File: config.mk
export PLATFORM = sky130hd
export DESIGN_NAME = stk_alu
export DESIGN_NICKNAME = d
export VERILOG_FILES = /design/src/rtl/stk_alu_pkg.sv /design/src/rtl/stk_alu_bitops.sv /design/src/rtl/stk_alu_addsub.sv /design/src/rtl/stk_alu_flags.sv /design/src/rtl/stk_alu_ptr.sv /design/src/rtl/stk_alu.sv
export SDC_FILE = /design/constraint.sdc
export NUM_CORES = 1
export LEC_CHECK = 0
export CAP_MARGIN = 20
export CORE_MARGIN = 2
export CORE_UTILIZATION = 50
export DETAILED_ROUTE_END_ITERATION = 6
export PLACE_DENSITY = 0.86
export REMOVE_ABC_BUFFERS = 1
export SYNTH_ARGS = -nofsm -noshare
export SYNTH_HDL_FRONTEND = slang
export SYNTH_SLANG_ARGS = --single-unit
export TNS_END_PERCENT = 10
File: constraint.sdc
create_clock -name clk -period 3.38 [get_ports clk]
set_clock_uncertainty 0.05 [all_clocks]
set_input_delay 0.676 -clock clk [delete_from_list [all_inputs] [get_ports clk]]
set_output_delay 0.676 -clock clk [all_outputs]
set_load 0.02 [all_outputs]
File: src/rtl/stk_alu_pkg.sv
package stk_alu_pkg;
  typedef enum logic [4:0] {
    OP_MOV   = 5'd0,
    OP_FRGET = 5'd10,
    OP_FRSET = 5'd11,
    OP_BPGET = 5'd12,
    OP_BPSET = 5'd13,
    OP_SPGET = 5'd14,
    OP_SPSET = 5'd15,
    OP_ADD   = 5'd16,
    OP_SUB   = 5'd17,
    OP_AND   = 5'd21,
    OP_OR    = 5'd22,
    OP_XOR   = 5'd23,
    OP_INV   = 5'd24,
    OP_SEXT  = 5'd25,
    OP_SWAP  = 5'd28,
    OP_SHL   = 5'd30,
    OP_SHR   = 5'd31
  } op_e;

  localparam int FLG_CARRY = 2;
  localparam int FLG_USED  = 8;
  localparam int PTR_SP    = 0;
  localparam int PTR_BP    = 1;
  localparam int PTR_CNT   = 2;
endpackage

File: src/rtl/stk_alu_bitops.sv
module stk_alu_bitops
  import stk_alu_pkg::*;
#(
  parameter int DW = 16
) (
  input  logic [4:0]    cmd,
  input  logic [DW-1:0] a,
  input  logic [DW-1:0] b,
  output logic [DW-1:0] res,
  output logic          hit
);
  localparam int HB = DW / 2;

  always_comb begin
    hit = 1'b1;
    res = '0;
    case (op_e'(cmd))
      OP_MOV:  res = a;
      OP_AND:  res = a & b;
      OP_OR:   res = a | b;
      OP_XOR:  res = a ^ b;
      OP_INV:  res = ~a;
      OP_SEXT: res = {{(DW-HB){a[HB-1]}}, a[HB-1:0]};
      OP_SWAP: res = {a[HB-1:0], a[DW-1:HB]};
      OP_SHL:  res = {a[DW-2:0], 1'b0};
      OP_SHR:  res = {1'b0, a[DW-1:1]};
      default: hit = 1'b0;
    endcase
  end
endmodule

File: src/rtl/stk_alu_addsub.sv
module stk_alu_addsub #(
  parameter int DW = 16
) (
  input  logic [DW-1:0] a,
  input  logic [DW-1:0] b,
  input  logic          sub,
  output logic [DW-1:0] sum,
  output logic          cout
);
  logic [DW:0] wide;

  always_comb begin
    if (sub) wide = {1'b0, a} - {1'b0, b};
    else     wide = {1'b0, a} + {1'b0, b};
    sum  = wide[DW-1:0];
    cout = wide[DW];
  end


  always_comb begin
    carry_rel_chk: assert (cout == (sub ? (a < b) : (sum < a)));
  end
endmodule

File: src/rtl/stk_alu_flags.sv
module stk_alu_flags
  import stk_alu_pkg::*;
#(
  parameter int DW = 16
) (
  input  logic [DW-1:0] flags_in,
  input  logic [DW-1:0] a,
  input  logic [DW-1:0] keep,
  input  logic          do_merge,
  input  logic          do_carry,
  input  logic          carry,
  output logic [DW-1:0] flags_nxt,
  output logic [DW-1:0] merged,
  output logic          we
);
  localparam logic [DW-1:0] USED_MASK = {{(DW-FLG_USED){1'b0}}, {FLG_USED{1'b1}}};

  always_comb begin
    merged    = ((flags_in & keep) | (a & ~keep)) & USED_MASK;
    flags_nxt = flags_in;
    we        = 1'b0;
    if (do_merge) begin
      flags_nxt = merged;
      we        = 1'b1;
    end else if (do_carry) begin
      flags_nxt[FLG_CARRY] = carry;
      we                   = 1'b1;
    end
  end
endmodule

File: src/rtl/stk_alu_ptr.sv
module stk_alu_ptr #(
  parameter int DW = 16
) (
  input  logic          clk,
  input  logic          rst,
  input  logic          we,
  input  logic [DW-1:0] d,
  output logic [DW-1:0] q
);
  always_ff @(posedge clk) begin
    if (rst)     q <= '0;
    else if (we) q <= d;
  end


  ptr_load_chk: assert property (@(posedge clk) disable iff (rst)
    (!$past(rst) && $past(we)) |-> (q == $past(d)));
endmodule

File: src/rtl/stk_alu.sv
module stk_alu
  import stk_alu_pkg::*;
#(
  parameter int DW = 16
) (
  input  logic          clk,
  input  logic          rst,
  input  logic          in_valid,
  input  logic [4:0]    cmd,
  input  logic [DW-1:0] opa,
  input  logic [DW-1:0] opb,
  input  logic [DW-1:0] flags_in,
  output logic          out_valid,
  output logic [DW-1:0] result,
  output logic [DW-1:0] flags_out,
  output logic          flags_we,
  output logic          illegal
);
  logic [DW-1:0] bit_res, sum, flg_nxt, flg_merge;
  logic          bit_hit, cout, flg_we;
  logic          is_add, is_sub, is_frset;
  logic [DW-1:0] res_c;
  logic          legal_c;
  logic [DW-1:0] ptr_q [PTR_CNT];
  logic          ptr_we [PTR_CNT];
  logic [4:0]    q_cmd;

  assign is_add   = (cmd == OP_ADD);
  assign is_sub   = (cmd == OP_SUB);
  assign is_frset = (cmd == OP_FRSET);

  stk_alu_bitops #(.DW(DW)) u_bit (
    .cmd(cmd), .a(opa), .b(opb), .res(bit_res), .hit(bit_hit)
  );

  stk_alu_addsub #(.DW(DW)) u_arith (
    .a(opa), .b(opb), .sub(is_sub), .sum(sum), .cout(cout)
  );

  stk_alu_flags #(.DW(DW)) u_flg (
    .flags_in(flags_in), .a(opa), .keep(opb),
    .do_merge(is_frset), .do_carry(is_add | is_sub), .carry(cout),
    .flags_nxt(flg_nxt), .merged(flg_merge), .we(flg_we)
  );

  assign ptr_we[PTR_SP] = in_valid && !rst && (cmd == OP_SPSET);
  assign ptr_we[PTR_BP] = in_valid && !rst && (cmd == OP_BPSET);

  for (genvar gi = 0; gi < PTR_CNT; gi++) begin : g_ptr
    stk_alu_ptr #(.DW(DW)) u_ptr (
      .clk(clk), .rst(rst), .we(ptr_we[gi]), .d(opa), .q(ptr_q[gi])
    );
  end

  always_comb begin
    legal_c = 1'b1;
    res_c   = '0;
    case (op_e'(cmd))
      OP_FRGET: res_c = flags_in;
      OP_FRSET: res_c = flg_merge;
      OP_BPGET: res_c = ptr_q[PTR_BP];
      OP_SPGET: res_c = ptr_q[PTR_SP];
      OP_BPSET: res_c = opa;
      OP_SPSET: res_c = opa;
      OP_ADD:   res_c = sum;
      OP_SUB:   res_c = sum;
      default: begin
        legal_c = bit_hit;
        res_c   = bit_hit ? bit_res : '0;
      end
    endcase
  end

  always_ff @(posedge clk) begin
    if (rst) begin
      out_valid <= 1'b0;
      result    <= '0;
      flags_out <= '0;
      flags_we  <= 1'b0;
      illegal   <= 1'b0;
      q_cmd     <= '0;
    end else begin
      out_valid <= in_valid;
      if (in_valid) begin
        result    <= res_c;
        flags_out <= flg_nxt;
        flags_we  <= flg_we && legal_c;
        illegal   <= !legal_c;
        q_cmd     <= cmd;
      end else begin
        flags_we <= 1'b0;
        illegal  <= 1'b0;
      end
    end
  end


  valid_follow_chk: assert property (@(posedge clk) disable iff (rst)
    !$past(rst) |-> (out_valid == $past(in_valid)));


  illegal_quiet_chk: assert property (@(posedge clk) disable iff (rst)
    illegal |-> (result == '0 && !flags_we));


  frset_rsv_chk: assert property (@(posedge clk) disable iff (rst)
    (out_valid && q_cmd == OP_FRSET) |->
      (flags_we && result == flags_out && flags_out[DW-1:FLG_USED] == '0));


  flags_hold_chk: assert property (@(posedge clk) disable iff (rst)
    (!$past(rst) && out_valid && !flags_we) |-> (flags_out == $past(flags_in)));
endmodule

Yosys cells after proc, flatten, opt, wreduce, memory -nomap -nowiden:

Index checks and enable logic that the tools add are counted.

* $add $sub $neg: 2
* equality and inequality tests: 16
* multiplexer cells: 12
* bitwise gates (word level): 10
* reduce and logical (&&, ||, !) cells: 12

Operator list (count)
* 16-bit one-hot mux with 9 select lines: 1
* 16-bit one-hot mux with 6 select lines: 1
* 5-bit == test, second input constant: 10
* 5-bit by 4-bit == test with 1-bit output, second input constant: 6
* 16-bit by 16-bit adder with 17-bit output: 1
* 17-bit 2-to-1 mux: 1
* 16-bit by 16-bit subtractor with 17-bit output: 1
* 16-bit bitwise AND: 1
* 8-bit bitwise AND: 2
* 16-bit 2-to-1 mux: 1
* 16-bit NOT: 1
* 16-bit OR: 1
* 16-bit XOR: 1
* 13-bit 2-to-1 mux: 1
* 9-bit OR reduction: 1
* 8-bit NOT: 1
* 8-bit OR: 1
* 8-bit OR reduction: 1
* 1-bit 2-to-1 mux: 6
* 2-bit OR reduction: 3
* 5-bit zero test: 1
* 1-bit logical AND: 4
* 1-bit zero test: 2
* 2-bit 2-to-1 mux: 1
* other kinds (2): 2

* flip-flop bits (word level): 67
* bits of input ports: 56
* output and inout port bits: 35
* word-level logic and storage cells: 59

Logic depth before layout (Yosys ltp):

Gate-level depths: netlist (run 1).

* depth after elaboration: 5
* depth in mapped cells: 14
* gate-level depth less buffers: 13

Hierarchy:

From an unflattened synthesis (run 1), not the netlist that was laid out.

* cell total of the unflattened synthesis: 775
* area, all modules: 6452.4 µm²

Modules (own cells, without submodules)
* stk_alu: instances 1, cells each 230, area an instance 2084.5 µm²
* stk_alu_bitops: instances 1, cells each 236, area an instance 1704.1 µm²
* stk_alu_ptr: instances 2, cells each 52, area an instance 580.6 µm²
* stk_alu_addsub: instances 1, cells each 162, area an instance 1098.6 µm²
* stk_alu_flags: instances 1, cells each 43, area an instance 404.1 µm²

Least setup slack after synthesis (run 1):

OpenSTA, ideal clock, no wires.

* path kind: input-to-reg
* from: in cmd[4]
* to: reg result[10]
* library setup time: 0.091 ns
* arrival: 3.310 ns
* setup slack: -0.071 ns
* stages on the path: 12
* buffers on the path: 1
* cell sequence: buf_2 -> nand2b_1 -> nor3_1 -> a31o_2 -> xnor2_1 -> ha_1 -> a21o_1 -> a221oi_1 -> o31a_1 -> xnor2_1 -> nand2_1 -> a311oi_1

* word-level cells in the longest chain between the ends: 5
* elaborated cells between the ends (all ways): 25
* classes of those cells: eq/ne (16); mux (5); reduce/logical (4)

Ends and longest elaborated chain
* start, declared: line stk_alu.sv:9 `input logic [4:0] cmd,`
* 5-bit == test / 5-bit zero test (equally long branches): line stk_alu_bitops.sv:17 `case (op_e'(cmd))`
* 9-bit OR reduction (no source line)
* 1-bit 2-to-1 mux: line stk_alu_bitops.sv:17
* 16-bit 2-to-1 mux: line stk_alu.sv:69 `res_c = bit_hit ? bit_res : '0;`
* 16-bit one-hot mux with 6 select lines *: line stk_alu.sv:58 `case (op_e'(cmd))`
* end signal, assigned: line stk_alu.sv:85 `result <= res_c;`
* end, declared: line stk_alu.sv:14 `output logic [DW-1:0] result,`

Mark *: on every way between the ends. The rest lies on a longest branch, timed or not.
A chain may end at the register's enable or synchronous reset.

Worst setup path after layout (run 1):

* from: in cmd[1]
* to: reg result[11]

Same word-level chain as after synthesis.

==> results.txt, run 1 <==
CTS H-Tree Depth -> 3
Initial Util -> 0.507
Critical Path RT -> 3560 ps
area leader, netlist -> dfxtp_1
DIE HEIGHT -> 111 µm
worst-path fanout max -> 4
Hold Slack -> 411 ps
hold buffers post-CTS -> 0
Avg WL per Cell -> 20.6 µm
core box area -> 11,300 µm²
register area share after synthesis -> 0.235
DP Wirelength -> 15.8 mm
Synth area leaders -> dfxtp_1 23%, ha_1 11%, o21ai_0 5.7%
maximum clock rate -> 0.306 GHz
die area -> 12,300 µm²
Die X -> 111 µm
grt ovf -> 0
post-synthesis cell type count -> 71
Synth Cell Area -> 5710 µm²
Antenna Nets Post-Route -> 0
Max VDD drop -> 0.270 mV
Slew Viols, Final -> 0
ANT cells -> 0
worst hold path type -> reg2reg
largest net degree at the start of global routing -> 65
number of DRC markers in iteration 0 -> 662
crit path launch type -> primary input
Synth warnings -> 0
insertion delay to the later sink of the worst-skew pair -> 340 ps
count of final setup violators -> 0
Max-slew headroom -> 0.189
CP Class -> in2reg
EDFF count, synth -> 0
Clk pin slew, worst setup/hold paths -> 60 ps
Root Buffer -> clkbuf_16
pwr dens -> 333 nW/µm²
routability cong. -> 1.02
first-pass GRT wire length -> 34.4 mm
reg2reg path depth -> 5
Leak Pwr -> 0.00331 µW
Synth async-reset ratio -> 0
Layout area overhead -> 37.3%
num rows -> 39
WP data arrival -> 3450 ps
Post-Synthesis Cells -> 760
clock buffer depth -> 2
IO buf count -> 90
min cycle time layout -> 3270 ps
post-DR vias/cell -> 6.27
Top FF cell, synth -> dfxtp_1
Boundary Pins -> 91
Sink Count -> 67
Setup crit end kind -> flop
DR pass1 iterations -> 5
number of global-route vias before repair -> 6,532
Worst Tran Pin Value -> 1210 ps
nets@finish -> 1,024
cts bufs inserted -> 9
Avg Inst Size Synth -> 7.51 µm²
total of max-cap violations -> 0
via count -> 6,689
share of layout cells above drive strength 1 -> 0.177
final WL -> 22.0 mm
initial antenna violation count -> 0
CTS tree -> built
Setup TNS Final -> 0 ps
Hold Fails Final Rpt -> 0
status -> finished clean
Remaining DRCs -> 0
Synth top area share -> 0.235
post-synthesis register bit count -> 67
final worst path period share -> 0.967
Tot GR Track Use -> 0.353
Hold Path Depth -> 2
metal layers:
metal | up-vias | global-route usage | wire length, µm
li1 | 3083 | - | -
met1 | 3091 | 0.463 | 8900
met2 | 417 | 0.535 | 9560
met3 | 98 | 0.0760 | 2340
met4 | 0 | 0.204 | 1210
met5 | - | 0 | 0
kinds of logic after synthesis:
logic type,after synthesis,synth area share
adders and majority gates,50,0.111
muxes,12,0.0210
xor gates and xnor gates,22,0.0337
buffers and inverters,99,0.0721
and+or+nand+nor,274,0.239
DFF,67,0.235
AOI/OAI and AO/OA,236,0.289
critical path: stages:
cell and delay, ps:
dlygate4sd2_1 260, nand2b_4 150, buf_4 140, nor3_2 140
buf_4 170, a31o_2 110, xnor2_1 120, ha_1 290
buf_4 140, buf_4 140, a31oi_2 180, a21oi_1 90
buf_4 160, buf_4 130, o211ai_1 150, a21oi_1 90
o31a_1 300
final timing paths:
path	startpoint	endpoint	slack, ps
setup / recovery	cmd[1]	result[11]	110
hold / removal	flags_out[14]	flags_out[14]	410
setup reg to reg	g_ptr[1].u_ptr.q[9]	result[9]	1880
hold reg to reg	flags_out[14]	flags_out[14]	410
power by group:
group          total, µW  switching, µW  internal (µW)
sequential           840           18.5            821
clock                981            370            611
combinational        788            420            368
synthesized netlist by cell type, types with 3 or more instances:
cell type	n
a222oi_1	6
a21oi_1	29
a22oi_1	20
a22o_1	7
or3_1	13
buf_2	14
and3_1	3
mux2i_1	12
o31ai_1	6
o22ai_1	4
inv_1	38
a21o_1	8
nand2_1	83
nand2b_1	38
xor2_1	3
o21a_1	6
nor3_1	11
nand3_1	23
nor2_1	68
buf_4	4
a2111oi_0	9
nand4_1	3
and2_1	3
xnor2_1	19
a221o_1	3
a311oi_1	14
nand3b_1	7
o2111ai_1	5
ha_1	49
dfxtp_1	67
o211ai_1	9
o21ai_0	65
a31oi_1	6
clkbuf_1	40
a221oi_1	14
a211oi_1	3
state kept, by name, summed over array words and instances (netlist names):
signal,count
flags_we,1
g_ptr.u_ptr.q,32
illegal,1
flags_out,16
result,16
out_valid,1
metrics by stage:
stage	worst slack, ps	power (µW)	cells	instance area (µm²)	utilization
floorplan	-22.4	1190	699	5440	-
global placement	-426	1590	1048	7390	0.656
detailed placement	-474	1600	1048	7390	0.656
CTS	4.48	2580	1064	7730	0.686
global route	-29.5	2710	1066	7840	0.696
finish	111	2610	1066	7840	0.696
layout make-up:
cell class                 instances  area [µm²]
clock inverter                     4        48.8
tap                              143         179
timing repair buffer             208        1820
clock buffer                      12         256
multi-input combinational        594        4060
inverter                          38         143
fill                             886        3430
sequential                        67        1340
cell usage in the layout (no fill, tap or decap), drive strengths merged, types with 4 or more instances in the layout:
cell type / n
mux2i: 12
a22oi: 20
clkbuf: 12
o31ai: 6
o211ai: 10
or3: 13
o21ai: 66
a31oi: 6
nor2: 69
a311oi: 14
a221oi: 14
o21a: 6
inv: 38
a2111oi: 9
nand3b: 7
clkdlybuf4s50: 73
a222oi: 6
a22o: 7
nand3: 24
dfxtp: 67
o22ai: 4
a21o: 8
nand2b: 38
a21oi: 30
o2111ai: 5
nor3: 13
ha: 49
nand2: 83
dlymetal6s2s: 13
buf: 120
xnor2: 19
what timing repair did:
action / CTS / global route
resized for setup: 10 / 23
setup endpoints to repair: 10 / 14
cloned: 0 / 0
setup buffers: 0 / 2
pin swaps: 6 / 11
(Power assumes the default switching activity.)
==> run 2, diff against run 1 <==
Settings changed: CORE_UTILIZATION 50 to 45, HOLD_SLACK_MARGIN set to 0.06, PLACE_DENSITY 0.86 to 0.8.
==> results.txt, run 2 (same netlist as run 1, synthesis figures left out) <==
Hold Path Depth -> 2
maximum clock rate -> 0.306 GHz
via count -> 6,621
minimum setup slack in the final design -> 113 ps
Setup crit end kind -> flop
area of the multi-input gates -> 4030 µm²
Hold Slack -> 411 ps
Remaining DRCs -> 0
CP bufs+invs -> 3
RSZ-0062 raised after global routing -> yes
Seq pwr share -> 0.321
CP Class -> in2reg
DP Wirelength -> 15.8 mm
CTS tree -> built
pwr dens -> 334 nW/µm²
Clock power frac -> 0.381
crit path launch type -> primary input
cts bufs inserted -> 9
first-pass GRT wire length -> 33.4 mm
DIE HEIGHT -> 117 µm
Overall Power -> 2620 µW
clock buffer depth -> 2
Max-slew headroom -> 0.333
die area -> 13,600 µm²
Die X -> 117 µm
fin cells -> 1,089
Root Buffer -> clkbuf_16
Largest regs -> g_ptr.u_ptr.q x32, flags_out x16, result x16
worst slack, placed -> -475 ps
max reg flops -> 32
Initial Util -> 0.456
ANT cells -> 0
grt ovf -> 0
share of layout cells above drive strength 1 -> 0.171
final WL -> 21.6 mm
Logic pwr share -> 0.298
Sw Share -> 0.305
Worst Tran Pin Value -> 997 ps
Most flops, register -> g_ptr.u_ptr.q
CP Depth -> 12
insertion delay to the later sink of the worst-skew pair -> 350 ps
number of global-route vias before repair -> 6,102
CP max stage delay -> 580 ps
number of DRC markers in iteration 0 -> 761
Critical Path RT -> 3620 ps
Layout area overhead -> 37.1%
Sink Count -> 67
core box area -> 12,500 µm²
slowest CP cell -> clkdlybuf4s50_1
Max VDD drop -> 0.197 mV
status -> finished clean
count of final setup violators -> 0
Int Power -> 1820 µW
Leak Pwr -> 0.00325 µW
most frequent cells in the layout -> 110 x buf_4, 83 x nand2_1, 75 x clkdlybuf4s50_1, 68 x nor2_1, 67 x dfxtp_1
total of max-cap violations -> 0
DR pass1 iterations -> 5
Hold Fails Final Rpt -> 0
CTS H-Tree Depth -> 3
Boundary Pins -> 91
routability cong. -> 1.02
Avg WL per Cell -> 19.9 µm
Clk pin slew, worst setup/hold paths -> 50 ps
most common cell after layout, fill and taps aside -> buf_4
FF-to-FF Start -> g_ptr[1].u_ptr.q[9]
reg2reg path depth -> 5
Slew Viols, Final -> 0
worst-path fanout max -> 4
CP delay by family, top -> compound AO/OA/AOI/OAI gates
Net Sw Power -> 797 µW
Placed Cells incl. Taps -> 1,072
worst hold path type -> reg2reg
final worst path period share -> 0.967
WP data arrival -> 3500 ps
Tot GR Track Use -> 0.324
num rows -> 41
Antenna Nets Post-Route -> 0
nets@finish -> 1,018
hold_sp -> flags_out[13]
# fillers -> 1,118
min cycle time layout -> 3270 ps
IO buf count -> 90
crit-path cells -> clkdlybuf4s50_1 -> inv_1 -> a31o_2 -> xnor2_1 -> ha_1 -> and3_4 -> a221oi_2 -> buf_4 -> o31a_1 -> o21ba_1 -> or3_1 -> nand3_1
largest net degree at the start of global routing -> 52
initial antenna violation count -> 0
post-DR vias/cell -> 6.08
Critical Path Start -> opb[3]
sequential cell area -> 1340 µm²
[run 2: cell count changes in the layout (fill, tap and decap cells not counted), moves of 2 or more]
| cell | change |
|---|---|
| clkdlybuf4s50_1 | +2 |
| clkbuf_1 | +2 |
| clkinv_2 | -2 |
| buf_4 | -7 |
[run 2: path summary, 6_finish.rpt]
check / to / slack [ps]
setup / recovery: result[12] / 110
hold / removal: flags_out[13] / 410
setup reg to reg: result[9] / 1950
hold reg to reg: flags_out[13] / 410
[run 2: worst register-to-register path, stage by stage, from the launching register on]
cell       delay, ps
dfxtp_1          310
a22oi_1          150
o21ai_1           90
a2111oi_0        430
buf_4            200
a311oi_1          70
[run 2: power by group through the flow]
stage                     combinational [µW]  sequential, µW  clock, µW
after global placement                   741             855          0
after global routing                     841             842       1040
after floorplan                          304             888          0
after detailed placement                 748             856          0
final                                    781             840        996
after CTS                                761             839       1000
[run 2: timing repair]
item / CTS / global route
pin swaps: 7 / 6
gates resized for setup: 8 / 22
hold buffers: 0 / 0
endpoints found under the setup margin: 9 / 13
setup buffers: 1 / 0
[run 2: cell type report]
cell class	instances	share of cell area
clock buffers	15	0.0355
clock inverters	1	0.00384
inverters	38	0.0182
multi-input cells	594	0.515
flip-flops and latches	67	0.171
well taps	172	0.0275
repair buffers	202	0.228
[run 2: routing by layer]
layer / vias to the layer above / wire (µm) / global-route usage
li1: 3077 / - / -
met1: 3084 / 8900 / 0.449
met2: 394 / 9490 / 0.497
met3: 66 / 2410 / 0.0529
met4: 0 / 828 / 0.146
met5: - / 0 / 0
[run 2: metrics by stage]
step	util	setup TNS [ps]	cell area, µm²
after floorplan	-	-22.4	5440
after global placement	0.592	-4410	7410
after detailed placement	0.592	-5130	7410
after CTS	0.620	-63.2	7760
after global routing	0.625	-72.1	7830
final	0.625	0	7830
